File: config.mk
export PLATFORM = sky130hd
export DESIGN_NAME = imd_issue_sched
export DESIGN_NICKNAME = d
export VERILOG_FILES = /design/src/rtl/imd_pkg.sv /design/src/rtl/imd_issue_ctl.sv /design/src/rtl/imd_alu_unit.sv /design/src/rtl/imd_mul_pipe.sv /design/src/rtl/imd_div_iter.sv /design/src/rtl/imd_issue_sched.sv
export SDC_FILE = /design/constraint.sdc
export NUM_CORES = 2
export LEC_CHECK = 0
export BUFFER_PORTS_ARGS = -buffer_cell sky130_fd_sc_hd__clkbuf_2
export CORE_MARGIN = 3
export CORE_UTILIZATION = 45
export DETAILED_ROUTE_END_ITERATION = 7
export REMOVE_ABC_BUFFERS = 1
export SLEW_MARGIN = 15
export SYNTH_ARGS = -nofsm -noshare
export SYNTH_HDL_FRONTEND = slang
export SYNTH_SLANG_ARGS = --single-unit
File: constraint.sdc
create_clock -name clk -period 18.6 [get_ports clk]
set_clock_uncertainty 0.1 [all_clocks]
set_input_delay 0.93 -clock clk [delete_from_list [all_inputs] [get_ports clk]]
set_output_delay 0.93 -clock clk [all_outputs]
set_load 0.02 [all_outputs]
File: src/rtl/imd_pkg.sv
package imd_pkg;

  parameter int unsigned IMD_DW = 32;
  localparam int unsigned IMD_HW = IMD_DW / 2;
  localparam int unsigned IMD_SW = $clog2(IMD_DW);

  typedef enum logic [1:0] {
    CLS_ALU = 2'd0,
    CLS_MUL = 2'd1,
    CLS_DIV = 2'd2,
    CLS_NOP = 2'd3
  } imd_cls_e;

  typedef struct packed {
    logic [IMD_DW-1:0] rem;
    logic [IMD_DW-1:0] quo;
  } div_st_t;

  // arithmetic / bit-field result
  function automatic logic [IMD_DW-1:0] alu_eval(input logic [1:0] fn,
                                                 input logic [IMD_DW-1:0] a,
                                                 input logic [IMD_DW-1:0] b);
    logic [2*IMD_DW-1:0] dbl;
    logic [IMD_DW-1:0]   r;
    dbl = {a, a} << b[IMD_SW-1:0];
    case (fn)
      2'd0:    r = a + b;
      2'd1:    r = a - b;
      2'd2:    r = a & b;
      default: r = dbl[2*IMD_DW-1:IMD_DW];
    endcase
    return r;
  endfunction

  // low half of a times all of b, truncated
  function automatic logic [IMD_DW-1:0] mul_part_lo(input logic [IMD_DW-1:0] a,
                                                    input logic [IMD_DW-1:0] b);
    return {{IMD_HW{1'b0}}, a[IMD_HW-1:0]} * b;
  endfunction

  // high half of a times low half of b, shifted into place
  function automatic logic [IMD_DW-1:0] mul_part_hi(input logic [IMD_DW-1:0] a,
                                                    input logic [IMD_DW-1:0] b);
    logic [IMD_DW-1:0] p;
    p = {{IMD_HW{1'b0}}, a[IMD_DW-1:IMD_HW]} * {{IMD_HW{1'b0}}, b[IMD_HW-1:0]};
    return p << IMD_HW;
  endfunction

  function automatic logic [IMD_DW-1:0] cond_neg(input logic [IMD_DW-1:0] v,
                                                 input logic n);
    return n ? (~v + 1'b1) : v;
  endfunction

  // one restoring step: shift in next dividend bit, try subtract
  function automatic div_st_t div_step(input logic [IMD_DW-1:0] rem,
                                       input logic [IMD_DW-1:0] quo,
                                       input logic [IMD_DW-1:0] dvsr);
    div_st_t        r;
    logic [IMD_DW:0] sh;
    logic [IMD_DW:0] df;
    sh = {rem, quo[IMD_DW-1]};
    df = sh - {1'b0, dvsr};
    if (!df[IMD_DW]) begin
      r.rem = df[IMD_DW-1:0];
      r.quo = {quo[IMD_DW-2:0], 1'b1};
    end else begin
      r.rem = sh[IMD_DW-1:0];
      r.quo = {quo[IMD_DW-2:0], 1'b0};
    end
    return r;
  endfunction

endpackage

File: src/rtl/imd_issue_ctl.sv
module imd_issue_ctl (
  input  logic       in_valid,
  input  logic [1:0] in_class,
  input  logic       mul_busy,
  input  logic       div_busy,
  output logic       stall,
  output logic       alu_issue,
  output logic       mul_issue,
  output logic       div_issue
);
  import imd_pkg::*;

  imd_cls_e cls;
  logic     hold_mul;
  logic     hold_div;
  logic     take;

  assign cls      = imd_cls_e'(in_class);
  assign hold_mul = (cls == CLS_MUL) && div_busy;
  assign hold_div = (cls == CLS_DIV) && (div_busy || mul_busy);
  assign stall    = in_valid && (hold_mul || hold_div);
  assign take     = in_valid && !stall;

  assign alu_issue = take && (cls == CLS_ALU);
  assign mul_issue = take && (cls == CLS_MUL);
  assign div_issue = take && (cls == CLS_DIV);
endmodule

File: src/rtl/imd_alu_unit.sv
module imd_alu_unit #(
  parameter int unsigned DW = 32,
  parameter int unsigned TW = 5
) (
  input  logic          clk,
  input  logic          rst_n,
  input  logic          issue,
  input  logic [1:0]    fn,
  input  logic [DW-1:0] a,
  input  logic [DW-1:0] b,
  input  logic [TW-1:0] dst,
  output logic          done,
  output logic [DW-1:0] res,
  output logic [TW-1:0] res_dst
);
  import imd_pkg::*;

  always_ff @(posedge clk or negedge rst_n) begin
    if (!rst_n) begin
      done    <= 1'b0;
      res     <= '0;
      res_dst <= '0;
    end else begin
      done <= issue;
      if (issue) begin
        res     <= alu_eval(fn, a, b);
        res_dst <= dst;
      end
    end
  end
endmodule

File: src/rtl/imd_mul_pipe.sv
module imd_mul_pipe #(
  parameter int unsigned DW = 32,
  parameter int unsigned TW = 5
) (
  input  logic          clk,
  input  logic          rst_n,
  input  logic          issue,
  input  logic [DW-1:0] a,
  input  logic [DW-1:0] b,
  input  logic [TW-1:0] dst,
  output logic          busy,
  output logic          done,
  output logic [DW-1:0] res,
  output logic [TW-1:0] res_dst
);
  import imd_pkg::*;

  logic          v1, v2;
  logic [DW-1:0] a1, b1;
  logic [DW-1:0] p_lo, p_hi;
  logic [TW-1:0] d1, d2;

  assign busy = v1 || v2;

  always_ff @(posedge clk or negedge rst_n) begin
    if (!rst_n) begin
      v1 <= 1'b0; v2 <= 1'b0; done <= 1'b0;
      a1 <= '0; b1 <= '0; p_lo <= '0; p_hi <= '0;
      d1 <= '0; d2 <= '0; res <= '0; res_dst <= '0;
    end else begin
      v1   <= issue;
      v2   <= v1;
      done <= v2;
      if (issue) begin
        a1 <= a;
        b1 <= b;
        d1 <= dst;
      end
      if (v1) begin
        p_lo <= mul_part_lo(a1, b1);
        p_hi <= mul_part_hi(a1, b1);
        d2   <= d1;
      end
      if (v2) begin
        res     <= p_lo + p_hi;
        res_dst <= d2;
      end
    end
  end
endmodule

File: src/rtl/imd_div_iter.sv
module imd_div_iter #(
  parameter int unsigned DW = 32,
  parameter int unsigned TW = 5
) (
  input  logic          clk,
  input  logic          rst_n,
  input  logic          issue,
  input  logic          sgn,
  input  logic          want_rem,
  input  logic [DW-1:0] a,
  input  logic [DW-1:0] b,
  input  logic [TW-1:0] dst,
  output logic          busy,
  output logic          done,
  output logic [DW-1:0] res,
  output logic [TW-1:0] res_dst
);
  import imd_pkg::*;

  localparam int unsigned CW = $clog2(DW) + 1;

  logic          run;
  logic [CW-1:0] cnt;
  logic [DW-1:0] rem, quo, dvsr;
  logic          neg_q, neg_r, w_rem, dz;
  logic [TW-1:0] dst_r;
  div_st_t       nxt;
  logic [DW-1:0] q_fin, r_fin;
  logic          last;

  assign busy = run;
  assign last = (cnt == CW'(1));

  always_comb begin
    nxt   = div_step(rem, quo, dvsr);
    q_fin = dz ? '1 : cond_neg(nxt.quo, neg_q);
    r_fin = cond_neg(nxt.rem, neg_r);
  end

  always_ff @(posedge clk or negedge rst_n) begin
    if (!rst_n) begin
      run <= 1'b0; cnt <= '0; rem <= '0; quo <= '0; dvsr <= '0;
      neg_q <= 1'b0; neg_r <= 1'b0; w_rem <= 1'b0; dz <= 1'b0;
      dst_r <= '0; done <= 1'b0; res <= '0; res_dst <= '0;
    end else begin
      done <= 1'b0;
      if (issue) begin
        run   <= 1'b1;
        cnt   <= CW'(DW);
        rem   <= '0;
        quo   <= cond_neg(a, sgn && a[DW-1]);
        dvsr  <= cond_neg(b, sgn && b[DW-1]);
        neg_q <= sgn && (a[DW-1] ^ b[DW-1]) && (b != '0);
        neg_r <= sgn && a[DW-1];
        dz    <= (b == '0);
        w_rem <= want_rem;
        dst_r <= dst;
      end else if (run) begin
        rem <= nxt.rem;
        quo <= nxt.quo;
        cnt <= cnt - 1'b1;
        if (last) begin
          run     <= 1'b0;
          done    <= 1'b1;
          res     <= w_rem ? r_fin : q_fin;
          res_dst <= dst_r;
        end
      end
    end
  end
endmodule

File: src/rtl/imd_issue_sched.sv
module imd_issue_sched #(
  parameter int unsigned TW = 5
) (
  input  logic                       clk,
  input  logic                       rst_n,
  input  logic                       in_valid,
  input  logic [1:0]                 in_class,
  input  logic [1:0]                 in_func,
  input  logic [imd_pkg::IMD_DW-1:0] in_opa,
  input  logic [imd_pkg::IMD_DW-1:0] in_opb,
  input  logic [TW-1:0]              in_dst,
  output logic                       stall,
  output logic                       alu_vld,
  output logic [imd_pkg::IMD_DW-1:0] alu_data,
  output logic [TW-1:0]              alu_dst,
  output logic                       md_vld,
  output logic [imd_pkg::IMD_DW-1:0] md_data,
  output logic [TW-1:0]              md_dst
);
  localparam int unsigned DW = imd_pkg::IMD_DW;

  // named internal events (observed by the bound checker)
  logic          alu_issue, mul_issue, div_issue;
  logic          mul_busy, div_busy;
  logic          mul_done, div_done;
  logic [DW-1:0] mul_res, div_res;
  logic [TW-1:0] mul_dst, div_dst;

  imd_issue_ctl u_ctl (
    .in_valid (in_valid),
    .in_class (in_class),
    .mul_busy (mul_busy),
    .div_busy (div_busy),
    .stall    (stall),
    .alu_issue(alu_issue),
    .mul_issue(mul_issue),
    .div_issue(div_issue)
  );

  imd_alu_unit #(.DW(DW), .TW(TW)) u_alu (
    .clk(clk), .rst_n(rst_n), .issue(alu_issue), .fn(in_func),
    .a(in_opa), .b(in_opb), .dst(in_dst),
    .done(alu_vld), .res(alu_data), .res_dst(alu_dst)
  );

  imd_mul_pipe #(.DW(DW), .TW(TW)) u_mul (
    .clk(clk), .rst_n(rst_n), .issue(mul_issue),
    .a(in_opa), .b(in_opb), .dst(in_dst),
    .busy(mul_busy), .done(mul_done), .res(mul_res), .res_dst(mul_dst)
  );

  imd_div_iter #(.DW(DW), .TW(TW)) u_div (
    .clk(clk), .rst_n(rst_n), .issue(div_issue),
    .sgn(in_func[0]), .want_rem(in_func[1]),
    .a(in_opa), .b(in_opb), .dst(in_dst),
    .busy(div_busy), .done(div_done), .res(div_res), .res_dst(div_dst)
  );

  assign md_vld  = mul_done || div_done;
  assign md_data = div_done ? div_res : mul_res;
  assign md_dst  = div_done ? div_dst : mul_dst;
endmodule

==> flow_summary.json <==
{
  "synth.distinct_cells": 84,
  "cp-startpoint": "u_mul.a1[10]",
  "yosys.area_share.xor_xnor": 0.0649,
  "antenna_found_initial": 4,
  "arrival_ns": 7.48,
  "pwr_density_cell_nw_per_um2": 49.6,
  "layout_common_cells": "nand2_1 (761), inv_1 (537), fa_1 (387)",
  "setup.worst_path.class": "register to register",
  "ctsLongestPathBuffers": 3,
  "synth_compound_gate_area_share": 0.121,
  "place_hpwl_mm": 91.6,
  "grt_setup_unrepaired": "false",
  "placed_area_um2": 41100,
  "crit_required_ns": 18.99,
  "r2r-start": "u_mul.a1[10]",
  "setup.worst_path.end_class": "register",
  "synth_top_family_by_area": "adder cells",
  "hold_viol": 0,
  "die_h_um": 303,
  "clock_latency_ns": 0.59,
  "fmax_mhz": 141,
  "die_x_um": 303,
  "diodes": 0,
  "ys_async_sr_fraction": 1.00,
  "routabilityCongestion": 0.918,
  "synth-seq-cells": 350,
  "tns_ns": 0,
  "dr.pass1.iters": 6,
  "max_cap_violations": 0,
  "path_max_fanout": 23,
  "core.rowCount": 108,
  "grt_pass1_wl_mm": 191,
  "cts_setup_buffers": 0,
  "slew_viol_final": 0,
  "synthSimpleGateAreaFrac": 0.160,
  "min_period_ns": 7.09,
  "drtIter0Drc": 3177,
  "cp-start-kind": "register",
  "design_area_um2": 42600,
  "synth.avg_cell_area_um2": 8.80,
  "layout-drive-gt1-share": 0.122,
  "clockRootBuffer": "clkbuf_16",
  "final_common_cell": "nand2_1",
  "setup_viol": 0,
  "grt_pass1_vias": 31451,
  "wirelength_mm": 122,
  "area_growth_pct": 7.77,
  "slowest_delay_ns": 1.13,
  "relSlewSlack": 0.208,
  "coreArea_um2": 87000,
  "hp-class": "input port to async pin",
  "muxShareOfSynthArea": 0.0960,
  "ir_worst_vdd_uv": 73.8,
  "io_buffers": 152,
  "initial_core_util": 0.455,
  "hold_buffers": 0,
  "grtUsageTotal": 0.268,
  "cellLeakagePower_uw": 0.0205,
  "syn_area_um2": 39600,
  "synth_fa_ha_area_frac": 0.259,
  "period_share": 0.381,
  "ant_nets": 0,
  "grt_max_degree": 164,
  "ys_seq_area_frac": 0.221,
  "cp_slowest_cell": "dfrtp_1",
  "overflow": 0,
  "cts.clk_slew.worst_paths_ns": 0.06,
  "htreeDepth": 2,
  "ys_warn_count": 0,
  "vias": 31951,
  "synth_edf_count": 0,
  "drc": 0,
  "wl_per_cell_um": 21.5,
  "synthCells": 4496,
  "cts_resized": 0,
  "numCtsBuffers": 43,
  "die-area_um2": 91500,
  "layout.cells.non_filler": 5648,
  "cts_tree": "built",
  "drt-vias-per-instance": 5.66,
  "path_cells": "nand2_1 > fa_1 > inv_1 > fa_1 > fa_1 > fa_1 > fa_1 > inv_1 > fa_1 > inv_1 > ha_1 > a21o_1 > a21o_1 > a21o_1 > a21o_1 > a21o_1 > a21o_1 > a21oi_1 > a21bo_2 > a211oi_1 > or3_1 > nand4_1",
  "ys.flop_type": "dfrtp_1",
  "dp.cells": 5569,
  "pin_count": 153,
  "cts.sinks": 350,
  "outcome": "complete, no violations",
  "layout.nets": 5122,
  "worst_pin_slew_ns": 1.19
}
==> cell usage after synthesis, types with 37 or more instances <==
cell | n | share of area
dfrtp_1 | 350 | 0.22
o21ai_0 | 272 | 0.034
ha_1 | 200 | 0.063
nor3_1 | 48 | 0.0061
mux2i_1 | 79 | 0.020
o31ai_1 | 37 | 0.0070
and2_1 | 210 | 0.033
xnor2_1 | 176 | 0.039
a21o_1 | 60 | 0.011
a21oi_1 | 149 | 0.019
mux2_2 | 203 | 0.058
nor2_1 | 161 | 0.015
fa_1 | 387 | 0.20
xor2_1 | 117 | 0.026
inv_1 | 537 | 0.051
clkbuf_1 | 243 | 0.023
nand2_1 | 761 | 0.072
==> layer usage <==
| metal | track usage | share of wire | vias up |
|---|---|---|---|
| met5 | 0 | 0.00033 | - |
| met4 | 0.0648 | 0.025 | 6 |
| met3 | 0.0474 | 0.082 | 159 |
| met2 | 0.405 | 0.43 | 1215 |
| met1 | 0.401 | 0.46 | 15917 |
| li1 | - | - | 14654 |
==> cell families after synthesis <==
logic type | count (synthesis)
compound gates | 759
buf+inv | 821
simple gates | 1372
xor+xnor | 293
mux | 314
fa+ha+maj | 587
flops | 350
==> power by group <==
| part | leakage, uW | internal [uW] | switching [uW] | total (uW) |
|---|---|---|---|---|
| Combinational | 0.0152 | 137 | 243 | 380 |
| Clock | 0.000747 | 565 | 355 | 920 |
| Sequential | 0.00463 | 785 | 28.9 | 814 |
| Total | 0.0205 | 1490 | 628 | 2110 |
==> final cells by class <==
| class | count | area, um2 |
|---|---|---|
| inverters | 539 | 2020 |
| multi-input cells | 3325 | 27700 |
| fillers | 8486 | 44400 |
| well taps | 1155 | 1450 |
| repair buffers | 200 | 1140 |
| flip-flops and latches | 350 | 8760 |
| clock buffers | 60 | 1200 |
| clock inverters | 19 | 325 |
==> final timing paths <==
check	end	slack, ns	cells past startpoint
worst min-delay path	u_div.rem[6]	0.32	1
worst max register to register	u_mul.p_lo[30]	11.51	22
worst max-delay path	u_mul.p_lo[30]	11.51	22
min in group clk	u_div.res_dst[0]	0.37	2
max in group asynchronous	u_mul.v1	16.42	2
worst min register to register	u_div.res_dst[0]	0.37	2
==> registers in the layout, summed over array words and instances, names as in the netlist, 6 cells and up <==
name and cells:
u_mul.a1 32, u_div.cnt 6, u_mul.b1 32, u_mul.res 32, u_div.rem 32, u_alu.res 32, u_mul.p_lo 32, u_div.quo 32
u_div.dvsr 32, u_div.res 32, u_mul.p_hi 16
==> critical path, delay by kind of cell, from the launching register on <==
kind	cells	cell delay, ns
AOI/OAI and AO/OA	9	1.50
and+or+nand+nor	3	0.69
buffers and inverters	3	0.17
adders and majority gates	7	3.41
DFF	1	1.13
==> stage by stage <==
step	util	worst slack, ns	total power [uW]	hold slack [ns]
2_1_floorplan	-	9.42	1040	0.338
3_3_place_gp	0.472	11.62	1200	0.347
3_5_place_dp	0.472	11.51	1200	0.354
4_1_cts	0.490	11.52	2130	0.341
5_1_grt	0.490	11.11	2200	0.384
6_report	0.490	11.51	2110	0.315
No activity file was read; power rests on OpenSTA's default activity.
